===== config.mk =====
export PLATFORM = sky130hd
export DESIGN_NAME = rfs_readout
export DESIGN_NICKNAME = d
export VERILOG_FILES = /design/src/rtl/rfs_pkg.sv /design/src/rtl/rfs_store.sv /design/src/rtl/rfs_shift.sv /design/src/rtl/rfs_readout.sv
export SDC_FILE = /design/constraint.sdc
export NUM_CORES = 1
export LEC_CHECK = 0
export ABC_AREA = 1
export BUFFER_PORTS_ARGS = -buffer_cell sky130_fd_sc_hd__buf_2
export CORE_MARGIN = 1.5
export CORE_UTILIZATION = 30
export DETAILED_ROUTE_END_ITERATION = 6
export GPL_TIMING_DRIVEN = 1
export HOLD_SLACK_MARGIN = 0.06
export SYNTH_ARGS = -nofsm -noshare
export SYNTH_HDL_FRONTEND = slang
export SYNTH_SLANG_ARGS = --single-unit

===== constraint.sdc =====
create_clock -name clk -period 3.9 [get_ports clk]
set_clock_uncertainty 0.1 [all_clocks]
set_input_delay 0.39 -clock clk [delete_from_list [all_inputs] [get_ports clk]]
set_output_delay 0.39 -clock clk [all_outputs]
set_load 0.01 [all_outputs]

===== src/rtl/rfs_pkg.sv =====
package rfs_pkg;
  localparam int CODE_W = 10;
  localparam int SUB_W  = 2;
  localparam int TEMP_W = 12;
  localparam int ENT_W  = 16;
  localparam int BYTE_W = 8;
  localparam int PAD_W  = ENT_W - CODE_W - SUB_W;

  typedef logic [ENT_W-1:0]  entry_t;
  typedef logic [BYTE_W-1:0] byte_t;

  // Leading zero pad, result code, then sub-bits below the LSB.
  function automatic entry_t frame_adc(input logic [CODE_W-1:0] code,
                                       input logic [SUB_W-1:0]  sub);
    return {{PAD_W{1'b0}}, code, sub};
  endfunction

  // Temperature word right-aligned under a zero pad.
  function automatic entry_t frame_temp(input logic [TEMP_W-1:0] t);
    return {{(ENT_W-TEMP_W){1'b0}}, t};
  endfunction

  // Byte 0 is the upper half of the entry, byte 1 the lower half.
  function automatic byte_t pick_byte(input entry_t e, input logic second);
    return second ? e[BYTE_W-1:0] : e[ENT_W-1:BYTE_W];
  endfunction
endpackage


===== src/rtl/rfs_store.sv =====
module rfs_store
  import rfs_pkg::*;
#(
  parameter int DEPTH = 16
) (
  input  logic              clk,
  input  logic              rst_n,
  input  logic              scan_start,
  input  logic              scan_temp,
  input  logic              scan_end,
  input  logic              adc_push,
  input  logic [CODE_W-1:0] adc_code,
  input  logic [SUB_W-1:0]  adc_sub,
  input  logic              temp_push,
  input  logic [TEMP_W-1:0] temp_code,
  input  logic              pop,
  output entry_t            head,
  output logic              avail,
  output logic              drop,
  output logic [$clog2(DEPTH):0] occ
);
  localparam int AW = $clog2(DEPTH);
  localparam logic [AW:0] FULL_LVL = (AW+1)'(DEPTH);

  entry_t        mem [DEPTH];
  logic [AW:0]   wr_ptr, cm_ptr, rd_ptr, wr_nxt;
  logic [AW-1:0] tslot;
  logic          tslot_ok, open_q;
  logic          full, res_req, adc_req, res_ok, adc_ok, tmp_ok;

  always_comb begin
    occ     = wr_ptr - rd_ptr;
    full    = (occ == FULL_LVL);
    res_req = scan_start & ~open_q & scan_temp;
    adc_req = adc_push & open_q;
    res_ok  = res_req & ~full;
    adc_ok  = adc_req & ~full;
    tmp_ok  = temp_push & open_q & tslot_ok;
    drop    = (res_req | adc_req) & full;
    wr_nxt  = wr_ptr + {{AW{1'b0}}, (res_ok | adc_ok)};
    avail   = (cm_ptr != rd_ptr);
    head    = mem[rd_ptr[AW-1:0]];
  end

  always_ff @(posedge clk) begin
    if (res_ok) mem[wr_ptr[AW-1:0]] <= '0;
    if (adc_ok) mem[wr_ptr[AW-1:0]] <= frame_adc(adc_code, adc_sub);
    if (tmp_ok) mem[tslot]          <= frame_temp(temp_code);
  end

  always_ff @(posedge clk or negedge rst_n) begin
    if (!rst_n) begin
      wr_ptr   <= '0;
      cm_ptr   <= '0;
      rd_ptr   <= '0;
      tslot    <= '0;
      tslot_ok <= 1'b0;
      open_q   <= 1'b0;
    end else begin
      wr_ptr <= wr_nxt;
      if (scan_start && !open_q) begin
        open_q   <= 1'b1;
        tslot_ok <= res_ok;
        tslot    <= wr_ptr[AW-1:0];
      end else if (scan_end && open_q) begin
        open_q   <= 1'b0;
        tslot_ok <= 1'b0;
        cm_ptr   <= wr_nxt;
      end else if (tmp_ok) begin
        tslot_ok <= 1'b0;
      end
      if (pop && avail) rd_ptr <= rd_ptr + 1'b1;
    end
  end
endmodule


===== src/rtl/rfs_shift.sv =====
module rfs_shift
  import rfs_pkg::*;
(
  input  logic   clk,
  input  logic   rst_n,
  input  logic   cs_n,
  input  logic   sclk,
  input  entry_t head,
  input  logic   avail,
  output logic   pop,
  output logic   dout,
  output logic   load_ev,
  output logic   cs_edge,
  output logic   cs_act
);
  localparam int SYNC_N = 2;
  localparam int CNT_W  = $clog2(BYTE_W);

  logic [SYNC_N-1:0] cs_s, sc_s;
  logic              cs_d, sc_d, dout_q, bsel;
  logic [CNT_W-1:0]  bit_cnt;
  logic              cs_fall, cs_rise, sc_rise, sc_fall, advance;
  byte_t             cur_byte;

  always_comb begin
    cs_fall  = cs_d & ~cs_s[SYNC_N-1];
    cs_rise  = ~cs_d & cs_s[SYNC_N-1];
    sc_rise  = cs_act & ~sc_d & sc_s[SYNC_N-1];
    sc_fall  = cs_act & sc_d & ~sc_s[SYNC_N-1];
    cs_edge  = cs_fall | cs_rise;
    load_ev  = cs_fall | sc_fall;
    // Full byte finished, or select released partway through a byte.
    advance  = (sc_rise && bit_cnt == CNT_W'(BYTE_W-1)) ||
               (cs_rise && bit_cnt != '0);
    pop      = advance & avail & bsel;
    cur_byte = avail ? pick_byte(head, bsel) : '0;
    dout     = cs_act & dout_q;
  end

  always_ff @(posedge clk or negedge rst_n) begin
    if (!rst_n) begin
      cs_s    <= '1;
      sc_s    <= '0;
      cs_d    <= 1'b1;
      sc_d    <= 1'b0;
      cs_act  <= 1'b0;
      dout_q  <= 1'b0;
      bsel    <= 1'b0;
      bit_cnt <= '0;
    end else begin
      cs_s <= {cs_s[SYNC_N-2:0], cs_n};
      sc_s <= {sc_s[SYNC_N-2:0], sclk};
      cs_d <= cs_s[SYNC_N-1];
      sc_d <= sc_s[SYNC_N-1];
      if (cs_fall) cs_act <= 1'b1;
      else if (cs_rise) cs_act <= 1'b0;
      if (load_ev) dout_q <= cur_byte[~bit_cnt];
      if (advance && avail) bsel <= ~bsel;
      if (cs_rise) bit_cnt <= '0;
      else if (sc_rise) bit_cnt <= bit_cnt + 1'b1;
    end
  end
endmodule


===== src/rtl/rfs_readout.sv =====
module rfs_readout
  import rfs_pkg::*;
#(
  parameter int DEPTH = 16
) (
  input  logic              clk,
  input  logic              rst_n,
  input  logic              scan_start,
  input  logic              scan_temp,
  input  logic              scan_end,
  input  logic              adc_push,
  input  logic [CODE_W-1:0] adc_code,
  input  logic [SUB_W-1:0]  adc_sub,
  input  logic              temp_push,
  input  logic [TEMP_W-1:0] temp_code,
  input  logic              cs_n,
  input  logic              sclk,
  output logic              dout,
  output logic              overflow
);
  localparam int AW = $clog2(DEPTH);

  entry_t      head;
  logic        avail, drop, pop, load_ev, cs_edge, cs_act;
  logic [AW:0] occ;

  rfs_store #(.DEPTH(DEPTH)) u_store (
    .clk(clk), .rst_n(rst_n),
    .scan_start(scan_start), .scan_temp(scan_temp), .scan_end(scan_end),
    .adc_push(adc_push), .adc_code(adc_code), .adc_sub(adc_sub),
    .temp_push(temp_push), .temp_code(temp_code),
    .pop(pop), .head(head), .avail(avail), .drop(drop), .occ(occ)
  );

  rfs_shift u_shift (
    .clk(clk), .rst_n(rst_n), .cs_n(cs_n), .sclk(sclk),
    .head(head), .avail(avail), .pop(pop), .dout(dout),
    .load_ev(load_ev), .cs_edge(cs_edge), .cs_act(cs_act)
  );

  always_ff @(posedge clk or negedge rst_n) begin
    if (!rst_n) overflow <= 1'b0;
    else if (drop) overflow <= 1'b1;
  end
endmodule


==> run_results.csv <==
group,metric,value,unit
final_layout,nFillCells,4147,
die,die_y,203,µm
grt,grt_overflow,0,
worst_setup_path,crit_top_cell,"nand2_1",
sta,max-slew-margin-rel,9.50,%
place,io_buffers,34,
sta,slew_viol_final,0,
synth,synth_top_flop_cell,"edfxtp_1",
place,post-place-ws,830,ps
synth,syn_area_per_cell,8.56,µm²
die,start_util,30.3,%
worst_setup_path,cp_max_fo,52,
place,place_congestion,0.903,
die,std_cell_rows,73,
worst_setup_path,cp.required,4250,ps
clocking,clk_latency,540,ps
power_and_ir_drop,ir_drop,404,µV
power_and_ir_drop,p_clk_share,30.0,%
die,ioPinCount,35,
die,die_x,203,µm
detailed_routing,via_count,9846,
synth,netlist.area_leader.share,48.1,%
clocking,clockBufferDepth,3,
grt,grt_pass1_vias,9450,
detailed_routing,firstDrtPassIters,5,
synth,synth_edf_count,192,
synth,yosys.area.top_type,"edfxtp_1",
sta,max_freq,311,MHz
detailed_routing,first_iter_violations,1142,
detailed_routing,drc,0,
outcome,status,"complete, no violations",
synth,synth.top_cells.by_area,"edfxtp_1 48%, nand2_1 15%, o21ai_0 9.3%, dfrtp_1 6.5%, nand3_1 5.0%",
power_and_ir_drop,p_comb_share,31.1,%
detailed_routing,routedWlPerCell,18.7,µm
worst_setup_path,cp_slowest_stage_delay,1020,ps
synth,synth_most_common_cell,"nand2_1",
clocking,clock_sinks,226,
power_and_ir_drop,p_leak,5.43,nW
die,dieArea,41200,µm²
synth,yosys_register_bits,226,
sta,setup_tns,0,ps
worst_setup_path,arrival,3570,ps
power_and_ir_drop,power_density,602,nW/µm²
clocking,htreeDepth,1,
place,dp_hpwl,22.3,mm
clocking,cts_setup_buffers,0,
detailed_routing,totalWireLength,36.3,mm
final_layout,num-nets-final,1441,
sta,rsz0062_at_grt,"false",
synth,synthArstFlopShare,15.0,%
grt,grt_use_total,17.9,%
clocking,cts.reportedPaths.clkPinSlew,60,ps
synth,yosysWarnings,0,
clocking,cts.repair.resized,0,
job,maxCapViolations,0,
grt,antenna_found_initial,1,
sta,setup_viol,0,
worst_setup_path,worst-setup-path-type,"reg2reg",
worst_setup_path,path_cells,"buf_4 > nand2_1 > nand3_1 > nor4_1 > nor2_1 > nand2_1 > nor2_1 > nand2_1 > xnor2_1",
die,core_area,39600,µm²
detailed_routing,antenna_left,0,
power_and_ir_drop,swShare,37.4,%
sta,finalCriticalPeriod,3220,ps
worst_setup_path,start_kind,"register",
power_and_ir_drop,power.switching,0.00303,W
synth,syn_nets,1447,
clocking,cts_tree,"built",
sta,hold_violations,0,
worst_setup_path,cp-end-kind,"register",
sta,worstMarginPinSlew,1350,ps
synth,netlist_area,12000,µm²
worst_setup_path,crit_slowest_cell,"nor4_1",
synth,ys_seq_area_share,55.2,%
power_and_ir_drop,p_int,0.00507,W
final_layout,drive_gt1_share,8.76,%
power_and_ir_drop,pwr-share-seq,38.9,%
hold_path,hold_path_class,"in2reg",
sta,worst_slack,680,ps
sta,fin_crit_sh,82.6,%
synth,synth_commonest_cells,"475 x nand2_1, 224 x o21ai_0, 192 x edfxtp_1, 119 x nand3_1, 99 x nor2_1",
clocking,cts_buffers,25,
grt,grt_max_degree,53,
detailed_routing,avgViaCountPerCell,5.07,
worst_setup_path,worst-path-buf-inv,1,
clocking,root_buffer,"clkbuf_16",
grt,grt_pass1_wl,55.6,mm
synth,ys_types,37,
synth,syn-instance-count,1402,
final_layout,area_growth,12.2,%
worst_setup_path,crit_family,"simple AND/OR/NAND/NOR gates",
worst paths after layout:
| kind | start | end | slack [ps] | depth (start not counted) |
|---|---|---|---|---|
| setup / recovery | u_store.rd_ptr[1]$_DFFE_PN0P_ | u_store.rd_ptr[4]$_DFFE_PN0P_ | 680 | 9 |
| hold / removal | temp_push | u_store.tslot_ok$_DFFE_PN0P_ | 110 | 4 |
| setup reg to reg | u_store.rd_ptr[1]$_DFFE_PN0P_ | u_store.rd_ptr[4]$_DFFE_PN0P_ | 680 | 9 |
| hold reg to reg | u_shift.sc_s[0]$_DFF_PN0_ | u_shift.sc_s[1]$_DFF_PN0_ | 250 | 0 |
| max in group asynchronous | rst_n | u_store.rd_ptr[0]$_DFFE_PN0P_ | 2640 | 2 |
| min in group asynchronous | rst_n | u_store.cm_ptr[4]$_DFFE_PN0P_ | 410 | 2 |
area by class of cell:
| cell class | instances | area [µm²] | area share [%] |
|---|---|---|---|
| well taps | 525 | 657 | 4.88 |
| clock inverters | 3 | 18.8 | 0.139 |
| inverters | 80 | 300 | 2.23 |
| multi-input cells | 998 | 4610 | 34.2 |
| flip-flops and latches | 226 | 6630 | 49.2 |
| clock buffers | 43 | 836 | 6.21 |
| repair buffers | 65 | 413 | 3.07 |
| diodes | 2 | 5.00 | 0.0372 |
routing by layer:
layer,track usage (%),vias up,part of all wire [%]
met2,27.8,448,45
met5,0,-,0
met3,2.81,90,8.4
met1,24.2,4648,42
met4,8.73,0,4.8
li1,-,4660,-
state kept, by name (all words and copies together), names as in the netlist:
| register | count |
|---|---|
| u_store.tslot_ok | 1 |
| overflow | 1 |
| u_shift.sc_s | 2 |
| u_store.tslot | 4 |
| u_store.open_q | 1 |
| u_shift.cs_act | 1 |
| u_store.mem | 192 |
| u_shift.sc_d | 1 |
| u_shift.dout_q | 1 |
| u_store.wr_ptr | 5 |
| u_store.cm_ptr | 5 |
| u_store.rd_ptr | 5 |
| u_shift.bit_cnt | 3 |
| u_shift.cs_d | 1 |
| u_shift.bsel | 1 |
| u_shift.cs_s | 2 |
worst min-delay path, cell delays in order:
cell and delay, ps:
buf_2 70, nand3_1 90, nand4_1 90, nand2_1 60
kinds of logic after synthesis:
| kind of cell | Yosys count | share of synthesized area, % |
|---|---|---|
| simple gates | 720 | 25.4 |
| compound gates | 252 | 10.7 |
| flops | 226 | 55.2 |
| buf+inv | 178 | 6.40 |
| xor+xnor | 13 | 0.949 |
| fa+ha+maj | 12 | 1.25 |
| mux | 1 | 0.0938 |
power by group through the flow:
| stage | Clock (W) | Combinational, W | Sequential (W) |
|---|---|---|---|
| final | 0.00243 | 0.00252 | 0.00315 |
| after detailed placement | 0 | 0.00248 | 0.00320 |
| after global routing | 0.00254 | 0.00280 | 0.00318 |
| after CTS | 0.00244 | 0.00249 | 0.00315 |
| after floorplan | 0 | 0.00171 | 0.00309 |
| after global placement | 0 | 0.00245 | 0.00319 |
stage by stage:
step           instance area, µm²  hold slack, ps  total power [W]  std cells  util (%)
3_5_place_dp                12600             237          0.00568       1890      31.7
3_3_place_gp                12600             241          0.00563       1890      31.7
6_report                    13500             109          0.00811       1942      34.0
2_1_floorplan               12000           -5.59          0.00480       1402         -
4_1_cts                     13500            94.5          0.00808       1940      34.0
5_1_grt                     13500             132          0.00853       1940      34.0
layout by cell type (no fill, tap or decap), types with 9 or more instances in the layout:
| cell type | instances |
|---|---|
| a21oi_1 | 12 |
| buf_2 | 34 |
| buf_4 | 27 |
| clkbuf_16 | 27 |
| clkbuf_8 | 10 |
| dfrtp_1 | 29 |
| edfxtp_1 | 192 |
| ha_1 | 12 |
| inv_1 | 77 |
| nand2_1 | 475 |
| nand3_1 | 119 |
| nor2_1 | 99 |
| nor2_8 | 9 |
| o21ai_0 | 224 |
| o21ai_1 | 9 |
| xor2_1 | 9 |
timing repair:
item / in CTS / in global routing
hold buffers: 4 / 0
endpoints found under the hold margin: 34 / 0
setup endpoints to repair: 0 / 0
(Power assumes the default switching activity.)
